<file path="src/rtl/disp_scan_pkg.sv">
package disp_scan_pkg;

    typedef enum logic [0:0] {
        ST_BLANK = 1'b0,
        ST_DRIVE = 1'b1
    } scan_state_t;

    // seg[0]=a ... seg[6]=g, high = lit; non-decimal codes dark
    function automatic logic [6:0] bcd_to_seg(input logic [3:0] code);
        logic [6:0] pat;
        unique case (code)
            4'd0:    pat = 7'h3F;
            4'd1:    pat = 7'h06;
            4'd2:    pat = 7'h5B;
            4'd3:    pat = 7'h4F;
            4'd4:    pat = 7'h66;
            4'd5:    pat = 7'h6D;
            4'd6:    pat = 7'h7D;
            4'd7:    pat = 7'h07;
            4'd8:    pat = 7'h7F;
            4'd9:    pat = 7'h6F;
            default: pat = 7'h00;
        endcase
        return pat;
    endfunction

endpackage

</file>
<file path="src/rtl/scan_divider.sv">
module scan_divider #(
    parameter int DIV = 7812
) (
    input  logic clk,
    input  logic rst_n,
    output logic tick
);
    localparam int DIVW = (DIV > 1) ? $clog2(DIV) : 1;
    localparam logic [DIVW-1:0] LAST = DIVW'(DIV - 1);

    logic [DIVW-1:0] cnt;

    always_ff @(posedge clk or negedge rst_n) begin
        if (!rst_n)
            cnt <= '0;
        else if (cnt == LAST)
            cnt <= '0;
        else
            cnt <= cnt + 1'b1;
    end

    assign tick = (cnt == LAST);


    tick_restart_chk: assert property (@(posedge clk) disable iff (!rst_n)
        tick |=> (cnt == '0));


    cnt_range_chk: assert property (@(posedge clk) disable iff (!rst_n)
        cnt <= LAST);

endmodule

</file>
<file path="src/rtl/bcd_hold_latch.sv">
module bcd_hold_latch #(
    parameter int DIGITS = 4,
    localparam int W = 4 * DIGITS
) (
    input  logic         clk,
    input  logic         rst_n,
    input  logic [W-1:0] count_in,
    input  logic         latch_en,
    input  logic         show_live,
    output logic [W-1:0] shown
);
    logic [W-1:0] held;
    logic [W-1:0] hold_path;

    always_ff @(posedge clk or negedge rst_n) begin
        if (!rst_n)
            held <= '0;
        else if (latch_en)
            held <= count_in;
    end

    always_comb begin
        hold_path = latch_en ? count_in : held;
        shown     = show_live ? count_in : hold_path;
    end


    held_stable_chk: assert property (@(posedge clk) disable iff (!rst_n)
        !latch_en |=> $stable(held));


    live_path_chk: assert property (@(posedge clk) disable iff (!rst_n)
        show_live |-> (shown == count_in));

endmodule

</file>
<file path="src/rtl/scan_fsm.sv">
module scan_fsm
    import disp_scan_pkg::*;
#(
    parameter int DIGITS          = 4,
    parameter int TICKS_PER_DIGIT = 4,
    localparam int IDXW = (DIGITS > 1) ? $clog2(DIGITS) : 1,
    localparam int TCW  = (TICKS_PER_DIGIT > 2) ? $clog2(TICKS_PER_DIGIT) : 1
) (
    input  logic              clk,
    input  logic              rst_n,
    input  logic              tick,
    output logic [IDXW-1:0]   dig_idx,
    output logic              driving,
    output logic [DIGITS-1:0] dig_en
);
    localparam logic [IDXW-1:0] TOP_IDX   = IDXW'(DIGITS - 1);
    localparam logic [TCW-1:0]  LAST_HOLD = TCW'(TICKS_PER_DIGIT - 2);

    scan_state_t     state;
    logic [TCW-1:0]  hold_cnt;

    // state register
    always_ff @(posedge clk or negedge rst_n) begin
        if (!rst_n) begin
            state    <= ST_BLANK;
            dig_idx  <= '0;
            hold_cnt <= '0;
        end else if (tick) begin
            unique case (state)
                ST_BLANK: begin
                    state    <= ST_DRIVE;
                    hold_cnt <= '0;
                end
                ST_DRIVE: begin
                    if (hold_cnt == LAST_HOLD) begin
                        state   <= ST_BLANK;
                        dig_idx <= (dig_idx == TOP_IDX) ? '0 : dig_idx + 1'b1;
                    end else begin
                        hold_cnt <= hold_cnt + 1'b1;
                    end
                end
            endcase
        end
    end

    // outputs
    always_comb begin
        driving = 1'b0;
        dig_en  = '0;
        unique case (state)
            ST_BLANK: ;
            ST_DRIVE: begin
                driving = 1'b1;
                dig_en  = DIGITS'(1) << dig_idx;
            end
        endcase
    end


    dig_onehot_chk: assert property (@(posedge clk) disable iff (!rst_n)
        $onehot0(dig_en));


    idx_moves_in_blank_chk: assert property (@(posedge clk) disable iff (!rst_n)
        !$stable(dig_idx) |-> (state == ST_BLANK));


    state_on_tick_chk: assert property (@(posedge clk) disable iff (!rst_n)
        !$stable(state) |-> $past(tick));

endmodule

</file>
<file path="src/rtl/disp_scan_top.sv">
module disp_scan_top
    import disp_scan_pkg::*;
#(
    parameter int CLK_HZ          = 125_000_000,
    parameter int SCAN_HZ         = 1000,
    parameter int TICKS_PER_DIGIT = 4,
    localparam int DIGITS = 4,
    localparam int RAW_DIV = CLK_HZ / (SCAN_HZ * DIGITS * TICKS_PER_DIGIT),
    localparam int DIV     = (RAW_DIV > 1) ? RAW_DIV : 2,
    localparam int IDXW    = $clog2(DIGITS)
) (
    input  logic        clk,
    input  logic        rst_n,
    input  logic [15:0] count_bcd,
    input  logic        latch_en,
    input  logic        show_live,
    output logic [6:0]  seg,
    output logic [3:0]  dig_en
);
    logic            tick;
    logic [15:0]     shown;
    logic [IDXW-1:0] dig_idx;
    logic            driving;
    logic [3:0]      nibble;

    scan_divider #(.DIV(DIV)) u_div (
        .clk   (clk),
        .rst_n (rst_n),
        .tick  (tick)
    );

    bcd_hold_latch #(.DIGITS(DIGITS)) u_hold (
        .clk       (clk),
        .rst_n     (rst_n),
        .count_in  (count_bcd),
        .latch_en  (latch_en),
        .show_live (show_live),
        .shown     (shown)
    );

    scan_fsm #(
        .DIGITS          (DIGITS),
        .TICKS_PER_DIGIT (TICKS_PER_DIGIT)
    ) u_fsm (
        .clk     (clk),
        .rst_n   (rst_n),
        .tick    (tick),
        .dig_idx (dig_idx),
        .driving (driving),
        .dig_en  (dig_en)
    );

    always_comb begin
        nibble = shown[dig_idx*4 +: 4];
        seg    = driving ? bcd_to_seg(nibble) : 7'h00;
    end


    lit_needs_digit_chk: assert property (@(posedge clk) disable iff (!rst_n)
        (seg != 7'h00) |-> $onehot(dig_en));

endmodule

</file>
<file path="config.mk">
export PLATFORM = sky130hd
export DESIGN_NAME = disp_scan_top
export DESIGN_NICKNAME = d
export VERILOG_FILES = /design/src/rtl/disp_scan_pkg.sv /design/src/rtl/scan_divider.sv /design/src/rtl/bcd_hold_latch.sv /design/src/rtl/scan_fsm.sv /design/src/rtl/disp_scan_top.sv
export SDC_FILE = /design/constraint.sdc
export NUM_CORES = 1
export LEC_CHECK = 0
export CAP_MARGIN = 10
export CORE_MARGIN = 3
export CORE_UTILIZATION = 35
export DETAILED_ROUTE_END_ITERATION = 7
export SLEW_MARGIN = 30
export SYNTH_ARGS = -nofsm -noshare
export SYNTH_HDL_FRONTEND = slang
export SYNTH_SLANG_ARGS = --single-unit
</file>
<file path="constraint.sdc">
create_clock -name clk -period 2.4 [get_ports clk]
set_clock_uncertainty 0.05 [all_clocks]
set_input_delay 0.36 -clock clk [delete_from_list [all_inputs] [get_ports clk]]
set_output_delay 0.36 -clock clk [all_outputs]
set_load 0.005 [all_outputs]
</file>
==> flow_metrics.py <==
metrics = {
    "outcome": {
        "status": "complete, but fails checks",
        "violations": "setup timing",
    },
    "drt": {
        "drt_pre_antenna_iters": 4,
        "drc": 0,
        "totalWireLength_microns": 4600,
        "wl_per_cell_microns": 14.3,
        "first_iter_violations": 59,
        "vias_per_cell": 4.90,
        "vias": 1579,
        "antenna_left": 0,
    },
    "clock_network": {
        "clk_pin_slew_ps": 70,
        "hold_buffers": 0,
        "cts_tree": "yes",
        "clk_path_buf_depth": 2,
        "cts.sinks": 34,
        "cts_root_buffer": "clkbuf_8",
        "clock_latency_ps": 290,
        "cts_buffers": 5,
        "htreeDepth": 2,
    },
    "cells_and_area": {
        "fin_area_sq_um": 2950,
        "final_layout_size_suffix_gt1_share_pct": 44.0,
        "nets": 282,
        "synthToLayoutAreaGrowth_pct": 46.5,
        "n_antenna_cell": 0,
        "post-route-util_pct": 55.2,
        "n_fill_cell": 466,
    },
    "logic_synthesis": {
        "synthDistinctLibCells": 41,
        "syn_nets": 204,
        "yosys_warnings": 0,
        "syn_area_sq_um": 2010,
        "syn_inst": 173,
        "yosysSeqAreaShare_pct": 42.3,
        "synth_area_leaders": "dfrtp_1, mux2_2, ha_1",
        "synth_top_cell_area_share_pct": 42.3,
        "synth_largest_area_cell": "dfrtp_1",
        "ys_ff_latch": 34,
        "avgSynthCellArea_sq_um": 11.6,
    },
    "sta": {
        "worst_slew_pin_slew_ps": 448,
        "slew_headroom_pct": 70.1,
        "tns_ps": -2500,
        "hold_slack_ps": 409,
        "min_period_ps": 2820,
        "timing.fmax_ghz": 0.354,
        "maxSlewViolCount": 0,
        "rsz0062_at_grt": "true",
        "fin_ws_ps": -423,
        "setup_viol": 7,
        "hold_viol_final": 0,
        "period_share_pct": 118,
    },
    "die": {
        "die_y_microns": 81.8,
        "start_util_pct": 37.7,
        "io_pins": 31,
        "die_area_sq_um": 6690,
        "core_sq_um": 5340,
        "core.rowCount": 26,
        "fp.dieW_microns": 81.8,
    },
    "worst_setup_path": {
        "cp_top_family": "simple AND/OR/NAND/NOR gates",
        "crit_chain": "buf_6 -> a2111oi_4 -> or4_4 -> inv_4 -> or4b_4 -> buf_6 -> buf_6 -> o21ai_2 -> buf_2",
        "cp-startpoint": "u_fsm.dig_idx[0]",
        "cpMostUsedCell": "buf_6",
        "crit_type": "flop to output port",
        "critPathArrivalTime_ps": 2410,
        "critPathMaxFanout": 4,
        "slowest_stage": "or4b_4",
        "slowest_delay_ps": 550,
        "path_buf_inv": 5,
        "cp-end-kind": "output port",
        "timing.rr.start": "u_div.cnt[0]",
        "start_kind": "flop",
        "required_ps": 1990,
    },
    "flow_run": {
        "drv_cap": 0,
    },
    "global_route": {
        "antenna_found_initial": 0,
        "overflow": 0,
        "grt_pass1_wl_microns": 7600,
        "grt_max_degree": 35,
        "track_usage_pct": 14.9,
        "grt_pass1_vias": 1613,
    },
    "placement": {
        "io_buffer_count": 30,
        "place_hpwl_microns": 2950,
        "placedInstanceArea_sq_um": 2550,
        "place.gp.congestion": 0.739,
    },
    "hold_path": {
        "hold_class": "input pin to flop",
        "hold_start": "count_bcd[8]",
    },
    "power": {
        "power.density_nw_per_um2": 437,
        "peakVddDrop_v": 0.000354,
        "leakagePower_nw": 1.30,
    },
}
==> cell usage in the layout, fill, tap and decap left out, types with 3 or more instances in the layout <==
master / synthesis / final
mux4_2: 2 / 5
a2111oi_4: 0 / 4
clkdlybuf4s50_1: 0 / 9
ha_1: 11 / 8
o21a_1: 5 / 5
dlygate4sd2_1: 0 / 12
a21oi_1: 4 / 4
buf_6: 2 / 13
inv_1: 8 / 5
clkbuf_8: 0 / 5
buf_2: 1 / 9
nand3_1: 8 / 8
o21ai_1: 4 / 3
xor2_1: 3 / 3
mux2_2: 18 / 16
ha_4: 0 / 3
dfrtp_1: 34 / 33
inv_4: 0 / 3
buf_4: 2 / 34
o21ai_0: 6 / 5
nor2_1: 8 / 7
xnor2_1: 7 / 7
and2_1: 5 / 5
nand2_1: 7 / 7
==> kinds of logic (layout without fill, tap and decap cells) <==
| kind of cell | Yosys count | in the layout | share of synthesized area, % |
|---|---|---|---|
| xor+xnor | 10 | 10 | 4.36 |
| flops | 34 | 34 | 42.3 |
| buf+inv | 16 | 95 | 4.17 |
| simple gates | 45 | 45 | 12.6 |
| mux | 30 | 30 | 20.7 |
| compound gates | 27 | 27 | 8.96 |
| fa+ha+maj | 11 | 11 | 6.84 |
==> registers in the layout (all words and copies together), names as in the netlist <==
name,cells
u_div.cnt,13
u_fsm.state,1
u_fsm.dig_idx,2
u_hold.held,16
u_fsm.hold_cnt,2
==> final cells by class <==
cell class | instances | area [sq um] | share of cell area (%)
multi-input cells | 123 | 1230 | 41.9
flip-flops and latches | 34 | 852 | 28.9
repair buffers | 77 | 642 | 21.8
well taps | 70 | 87.6 | 2.97
clock buffers | 6 | 72.6 | 2.46
inverters | 10 | 45.0 | 1.53
clock inverters | 2 | 13.8 | 0.467
==> what timing repair did <==
action	4_1_cts	5_1_grt
setup buffers	21	6
gates cloned	0	0
resized for setup	78	13
endpoints found under the setup margin	7	7
pin swaps	10	7
==> stage by stage <==
step / std cells / total power [mW] / worst slack (ps)
floorplan: 173 / 0.730 / 1.69
global placement: 288 / 0.812 / -1070
detailed placement: 288 / 0.813 / -1090
CTS: 316 / 1.28 / -385
global route: 322 / 1.35 / -515
finish: 322 / 1.29 / -423
==> where the power goes <==
part	total (mW)	switching, mW	internal, mW
registers	0.617	0.0178	0.600
clock network	0.420	0.215	0.205
logic	0.249	0.102	0.147
==> path summary, 6_finish.rpt <==
check                                   end  slack [ps]  cells past startpoint
min in group asynchronous    u_hold.held[8]         430                      2
min                          u_hold.held[8]         410                      2
max in group asynchronous  u_fsm.dig_idx[0]        1520                      2
max                                  seg[3]        -420                      9
min reg2reg                    u_div.cnt[5]         450                      1
max reg2reg                u_fsm.dig_idx[1]         260                      6
==> cells in the mapped netlist <==
cell       number
a2111oi_0       4
mux2_2         18
or2_1           1
nor3_1          1
and3_1          2
nand2b_1        2
or4b_4          1
nor2b_1         1
buf_2           1
xor2_1          3
clkinv_1        2
o21ai_1         4
or4_2           1
dfrtp_1        34
ha_1           11
mux4_2          2
mux4_1          4
nand3_1         8
inv_1           8
or4b_1          1
and2_1          5
mux2i_2         1
nand4_1         1
a22o_1          2
a21boi_0        1
nor3b_1         2
o21ai_0         6
a211oi_2        1
nor2_1          8
xnor2_1         7
nor4_1          1
or3_1           1
a21oi_1         4
or3b_2          1
and4_1          1
mux2i_1         5
nand2_1         7
buf_6           2
clkbuf_1        1
o21a_1          5
buf_4           2
==> per-layer routing <==
layer	GRT usage (%)	part of all wire, %	vias up
met5	0	0	-
met3	3.62	3.0	8
met4	3.99	1.4	0
met1	19.3	46	769
li1	-	-	779
met2	25.0	50	23
Note: power is estimated with default switching activity, not from simulation.
